**config.mk**
```make
export PLATFORM = sky130hd
export DESIGN_NAME = perf_evt_pair
export DESIGN_NICKNAME = d
export VERILOG_FILES = /design/src/rtl/perf_evt_pair.sv
export SDC_FILE = /design/constraint.sdc
export NUM_CORES = 1
export LEC_CHECK = 0
export BUFFER_PORTS_ARGS = -buffer_cell sky130_fd_sc_hd__buf_2
export CAP_MARGIN = 20
export CORE_MARGIN = 2
export CORE_UTILIZATION = 42
export CTS_CLUSTER_DIAMETER = 200
export DETAILED_ROUTE_END_ITERATION = 16
export PLACE_DENSITY_LB_ADDON = 0.05
export SYNTH_ARGS = -nofsm -noshare
export SYNTH_HDL_FRONTEND = slang
export SYNTH_SLANG_ARGS = --single-unit
```
**constraint.sdc**
```tcl
create_clock -name clk -period 5 [get_ports clk]
set_clock_uncertainty 0.15 [all_clocks]
set_input_delay 0.75 -clock clk [delete_from_list [all_inputs] [get_ports clk]]
set_output_delay 0.75 -clock clk [all_outputs]
set_load 0.05 [all_outputs]
```
**src/rtl/perf_evt_pair.sv**
```systemverilog
module perf_evt_pair #(
  parameter int CNT_W     = 48,
  parameter int DATA_W    = 32,
  parameter int ADDR_W    = 5,
  parameter int CODE_W    = 6,
  parameter int TIME_CODE = 35
) (
  input  logic                    clk,
  input  logic                    rst_n,
  input  logic                    bus_wr,
  input  logic                    bus_rd,
  input  logic [ADDR_W-1:0]       bus_addr,
  input  logic [DATA_W-1:0]       bus_wdata,
  input  logic [(1<<CODE_W)-1:0]  evt_pulse,
  output logic [DATA_W-1:0]       bus_rdata
);
  localparam int HI_W  = CNT_W - DATA_W;
  localparam int RUN_B = 15;
  localparam int ARM_B = 14;
  localparam int CLR_B = 13;
  localparam int CKS_B = 8;
  localparam int N_CTR = 2;

  function automatic logic code_ok(input logic [CODE_W-1:0] c);
    int v;
    v = int'(c);
    return (v >= 1  && v <= 11) || (v >= 13 && v <= 26) ||
           (v >= 33 && v <= 37) || (v >= 39 && v <= 41);
  endfunction

  logic unused_wbits;
  assign unused_wbits = ^{bus_wdata[DATA_W-1:16], bus_wdata[12:9], bus_wdata[7:CODE_W]};

  logic [DATA_W-1:0] ctl_word [N_CTR];
  logic [DATA_W-1:0] hi_word  [N_CTR];
  logic [DATA_W-1:0] lo_word  [N_CTR];

  for (genvar i = 0; i < N_CTR; i++) begin : g_ctr
    logic              run_q, arm_q, cks_q, shv_q;
    logic [CODE_W-1:0] code_q;
    logic [CNT_W-1:0]  cnt;
    logic [DATA_W-1:0] shd_q;
    logic              ctl_wr, clr, hi_rd, lo_rd, hit, inc;

    assign ctl_wr = bus_wr && (bus_addr == ADDR_W'(4 * i));
    assign clr    = ctl_wr && bus_wdata[CLR_B];
    assign hi_rd  = bus_rd && (bus_addr == ADDR_W'(16 + 8 * i));
    assign lo_rd  = bus_rd && (bus_addr == ADDR_W'(20 + 8 * i));
    assign hit    = (int'(code_q) == TIME_CODE) ? 1'b1 : evt_pulse[code_q];
    assign inc    = run_q && arm_q && code_ok(code_q) && hit;

    always_ff @(posedge clk or negedge rst_n) begin
      if (!rst_n) begin
        run_q  <= 1'b0;
        arm_q  <= 1'b0;
        cks_q  <= 1'b0;
        code_q <= '0;
      end else if (ctl_wr) begin
        run_q  <= bus_wdata[RUN_B];
        arm_q  <= bus_wdata[ARM_B];
        cks_q  <= bus_wdata[CKS_B];
        code_q <= bus_wdata[CODE_W-1:0];
      end
    end

    always_ff @(posedge clk or negedge rst_n) begin
      if (!rst_n)   cnt <= '0;
      else if (clr) cnt <= '0;
      else if (inc) cnt <= cnt + 1'b1;
    end

    always_ff @(posedge clk or negedge rst_n) begin
      if (!rst_n) begin
        shd_q <= '0;
        shv_q <= 1'b0;
      end else if (hi_rd) begin
        shd_q <= cnt[DATA_W-1:0];
        shv_q <= 1'b1;
      end else if (lo_rd) begin
        shv_q <= 1'b0;
      end
    end

    always_comb begin
      ctl_word[i]                = '0;
      ctl_word[i][RUN_B]         = run_q;
      ctl_word[i][ARM_B]         = arm_q;
      ctl_word[i][CKS_B]         = cks_q;
      ctl_word[i][CODE_W-1:0]    = code_q;
    end
    assign hi_word[i] = DATA_W'(cnt[CNT_W-1:CNT_W-HI_W]);
    assign lo_word[i] = shv_q ? shd_q : cnt[DATA_W-1:0];
  end

  always_comb begin
    bus_rdata = '0;
    for (int i = 0; i < N_CTR; i++) begin
      if (bus_addr == ADDR_W'(4 * i))      bus_rdata = ctl_word[i];
      if (bus_addr == ADDR_W'(16 + 8 * i)) bus_rdata = hi_word[i];
      if (bus_addr == ADDR_W'(20 + 8 * i)) bus_rdata = lo_word[i];
    end
  end
endmodule


```
==> metrics <==
largest family of logic cells by synthesized area multiplexers; Worst-Skew Late Latency 0.44 ns; hold crit path type input pin to async pin; Peak supply drop 0.188 mV; initial antenna violation count 0; H-tree depth 4; Final Hold Fails 0; Post-CTS Resized 0; Post-synth ARST share 100%; max cap viols 0; pin count of the biggest net entering global routing 92; Finish-stage setup viols 0; hold_buf cts 0; Die Y 166 um; relative slew slack 30.1%; detailed placement HPWL 21,700 um; fillcell total 2,501; first-pass GRT wire length 50,600 um; CTS tree yes; number of top-level pins 137; global route total overflow 0; Layout Utilization 47.7%; P_int 2.84 mW; Worst R2R Setup Slack 1.11 ns; final wirelength 31,300 um; EDFF count, synth 0; power per standard cell area 345 nW/um2; critical path class flop to flop; area of the multi-input gates 6060 um2; Post-CTS Setup Inserts 0; reg2reg end g_ctr[1].cnt[3]; core area 25,800 um2; Final ANT Viol Nets 0; post-synthesis adder-cell area fraction 0.228%; clock transition at the registers of the reported paths 0.08 ns; Unique masters post-synth 54; Worst Path Max Fanout 62; Worst Path Arrival 4.09 ns; Met2 Routed Length 14,500 um; sw power 1.42 mW; power share of the combinational group 20.9%; FP Rows 59; compound-cell area share of the yosys netlist 16.5%; area growth from synthesis to layout 12.2%; Vias 9,341; ant diodes 0; Least-Margin Pin Slew 1.05 ns; RSZ-0062 raised after global routing no; FF-to-FF path depth 8; worst r2r src g_ctr[1].code_q[0]; Met3 Wirelength 1080 um; drt via density 6.18; vias in the first global route 8,859; register area share after synthesis 41.0%; Sequential Area 4510 um2; Initial DRC Count 744; Post-Synthesis Cell Area 11,000 um2; Static Leak 4.92 nW; Synth Net Count 1,231; post-layout min period 3.89 ns; simple-gate portion of the synthesized area 18.6%; XOR/XNOR Fraction of Synth Area 0.239%; wire length per cell 20.7 um; max layer used met4; switching share of power 33.3%; CP required 5.21 ns; TritonRoute pass-1 iters 5; fmax 0.257 GHz; Port Buffer Count 92; ys flop type dfrtp_1; Crit. End Element flop; Clk network pwr share 32.0%; die area 27,500 um2; Tot GR Track Use 23.0%; drt drc 0; Syn Area/Cell 9.77 um2; Post-Synthesis Cells 1,124; number of synthesized register bits 180; nets@finish 1,271; Warnings, synthesis 0; setup TNS 0 ns; clock sinks 180; Final period util 77.7%; gpl congestion 0.875; mux contribution to synthesized area 19.2%; Sequential Power Share 47.0%; Startpoint Class flop; outcome finished clean; CTS Buf Count 17; Chip Width 166 um; WL met1 15,200 um; max-slew violations 0; fraction of layout cells with a size suffix above 1 23.2%; starting density of the core 42.5%; Root Buffer clkbuf_16; Clock Tree Buf Depth 2
through the flow:
stage / instances / hold WS [ns] / setup WS, ns / total power, mW / area (um2)
2_1_floorplan: 1124 / 0.300 / 1.44 / 2.60 / 11000
5_1_grt: 1512 / 0.239 / 0.906 / 4.49 / 12300
6_report: 1512 / 0.191 / 1.11 / 4.25 / 12300
3_3_place_gp: 1479 / 0.312 / 1.02 / 2.89 / 11700
4_1_cts: 1512 / 0.224 / 1.10 / 4.29 / 12300
3_5_place_dp: 1480 / 0.321 / 1.02 / 2.92 / 11700
final cells by class:
cell class              instances  area share (%)
well taps                     335            3.40
repair buffers                116            5.40
clock inverters                13            1.13
multi-input cells             830            49.2
flip-flops and latches        180            36.6
inverters                      19           0.579
clock buffers                  19            3.68
critical path: stages (launching register included):
cell,delay [ns]
dfrtp_1,0.46
buf_4,0.23
mux4_2,0.37
nor4_1,0.05
or4_4,0.53
or4_2,1.15
buf_4,0.36
or3_1,0.35
a21oi_1,0.14
metal layers:
| metal | GRT usage, % | up-vias |
|---|---|---|
| met3 | 3.03 | 31 |
| met2 | 35.7 | 181 |
| li1 | - | 4439 |
| met1 | 34.0 | 4690 |
| met5 | 0 | - |
| met4 | 5.86 | 0 |
kinds of logic after synthesis:
logic type	after synthesis
xor gates and xnor gates	3
DFF	180
AOI/OAI and AO/OA	284
and+or+nand+nor	356
buffers and inverters	114
muxes	185
adders and majority gates	2
synth_stat cells (all sizes together) (29+ instances only):
cell	n	area, um2
o31ai	71	533
nand2	60	225
clkbuf	71	268
a21oi	114	571
nand4	38	238
nand3	48	240
nor2	44	165
or4	73	552
o21ai	29	145
dfrtp	180	4500
mux2	92	1040
mux2i	82	821
registers in the layout (all words and copies together) (netlist names):
register,flops
g_ctr.arm_q,2
g_ctr.cks_q,2
g_ctr.cnt,96
g_ctr.code_q,12
g_ctr.run_q,2
g_ctr.shd_q,64
g_ctr.shv_q,2
power by group through the flow:
stage | clock [mW] | combinational [mW] | sequential, mW
2_1_floorplan | 0 | 0.763 | 1.84
3_3_place_gp | 0 | 0.878 | 2.02
3_5_place_dp | 0 | 0.892 | 2.02
4_1_cts | 1.40 | 0.895 | 2.00
5_1_grt | 1.46 | 0.983 | 2.04
6_report | 1.36 | 0.891 | 2.00
how the worst max path moves through the flow:
stage / startpoint / endpoint / slack, ns
CTS: g_ctr[1].code_q[0] / g_ctr[1].cnt[3] / 1.10
global route: g_ctr[1].code_q[2] / g_ctr[1].cnt[3] / 0.91
floorplan: bus_addr[3] / bus_rdata[21] / 1.44
finish: g_ctr[1].code_q[0] / g_ctr[1].cnt[3] / 1.11
detailed placement: evt_pulse[11] / g_ctr[1].cnt[3] / 1.02
global placement: evt_pulse[11] / g_ctr[1].cnt[3] / 1.02
cell usage in the layout, fill, tap and decap left out, drive strengths merged, types with 20 or more instances in the layout:
master | synthesis | layout
nand3 | 48 | 48
a21oi | 114 | 114
buf | 24 | 115
o21ai | 29 | 29
nor2 | 44 | 44
o31ai | 71 | 71
dfrtp | 180 | 180
or4 | 73 | 73
inv | 19 | 26
mux2 | 92 | 92
nand4 | 38 | 38
nand2 | 60 | 60
mux2i | 82 | 82
clkbuf | 71 | 20
Note: power is estimated with default switching activity, not from simulation.
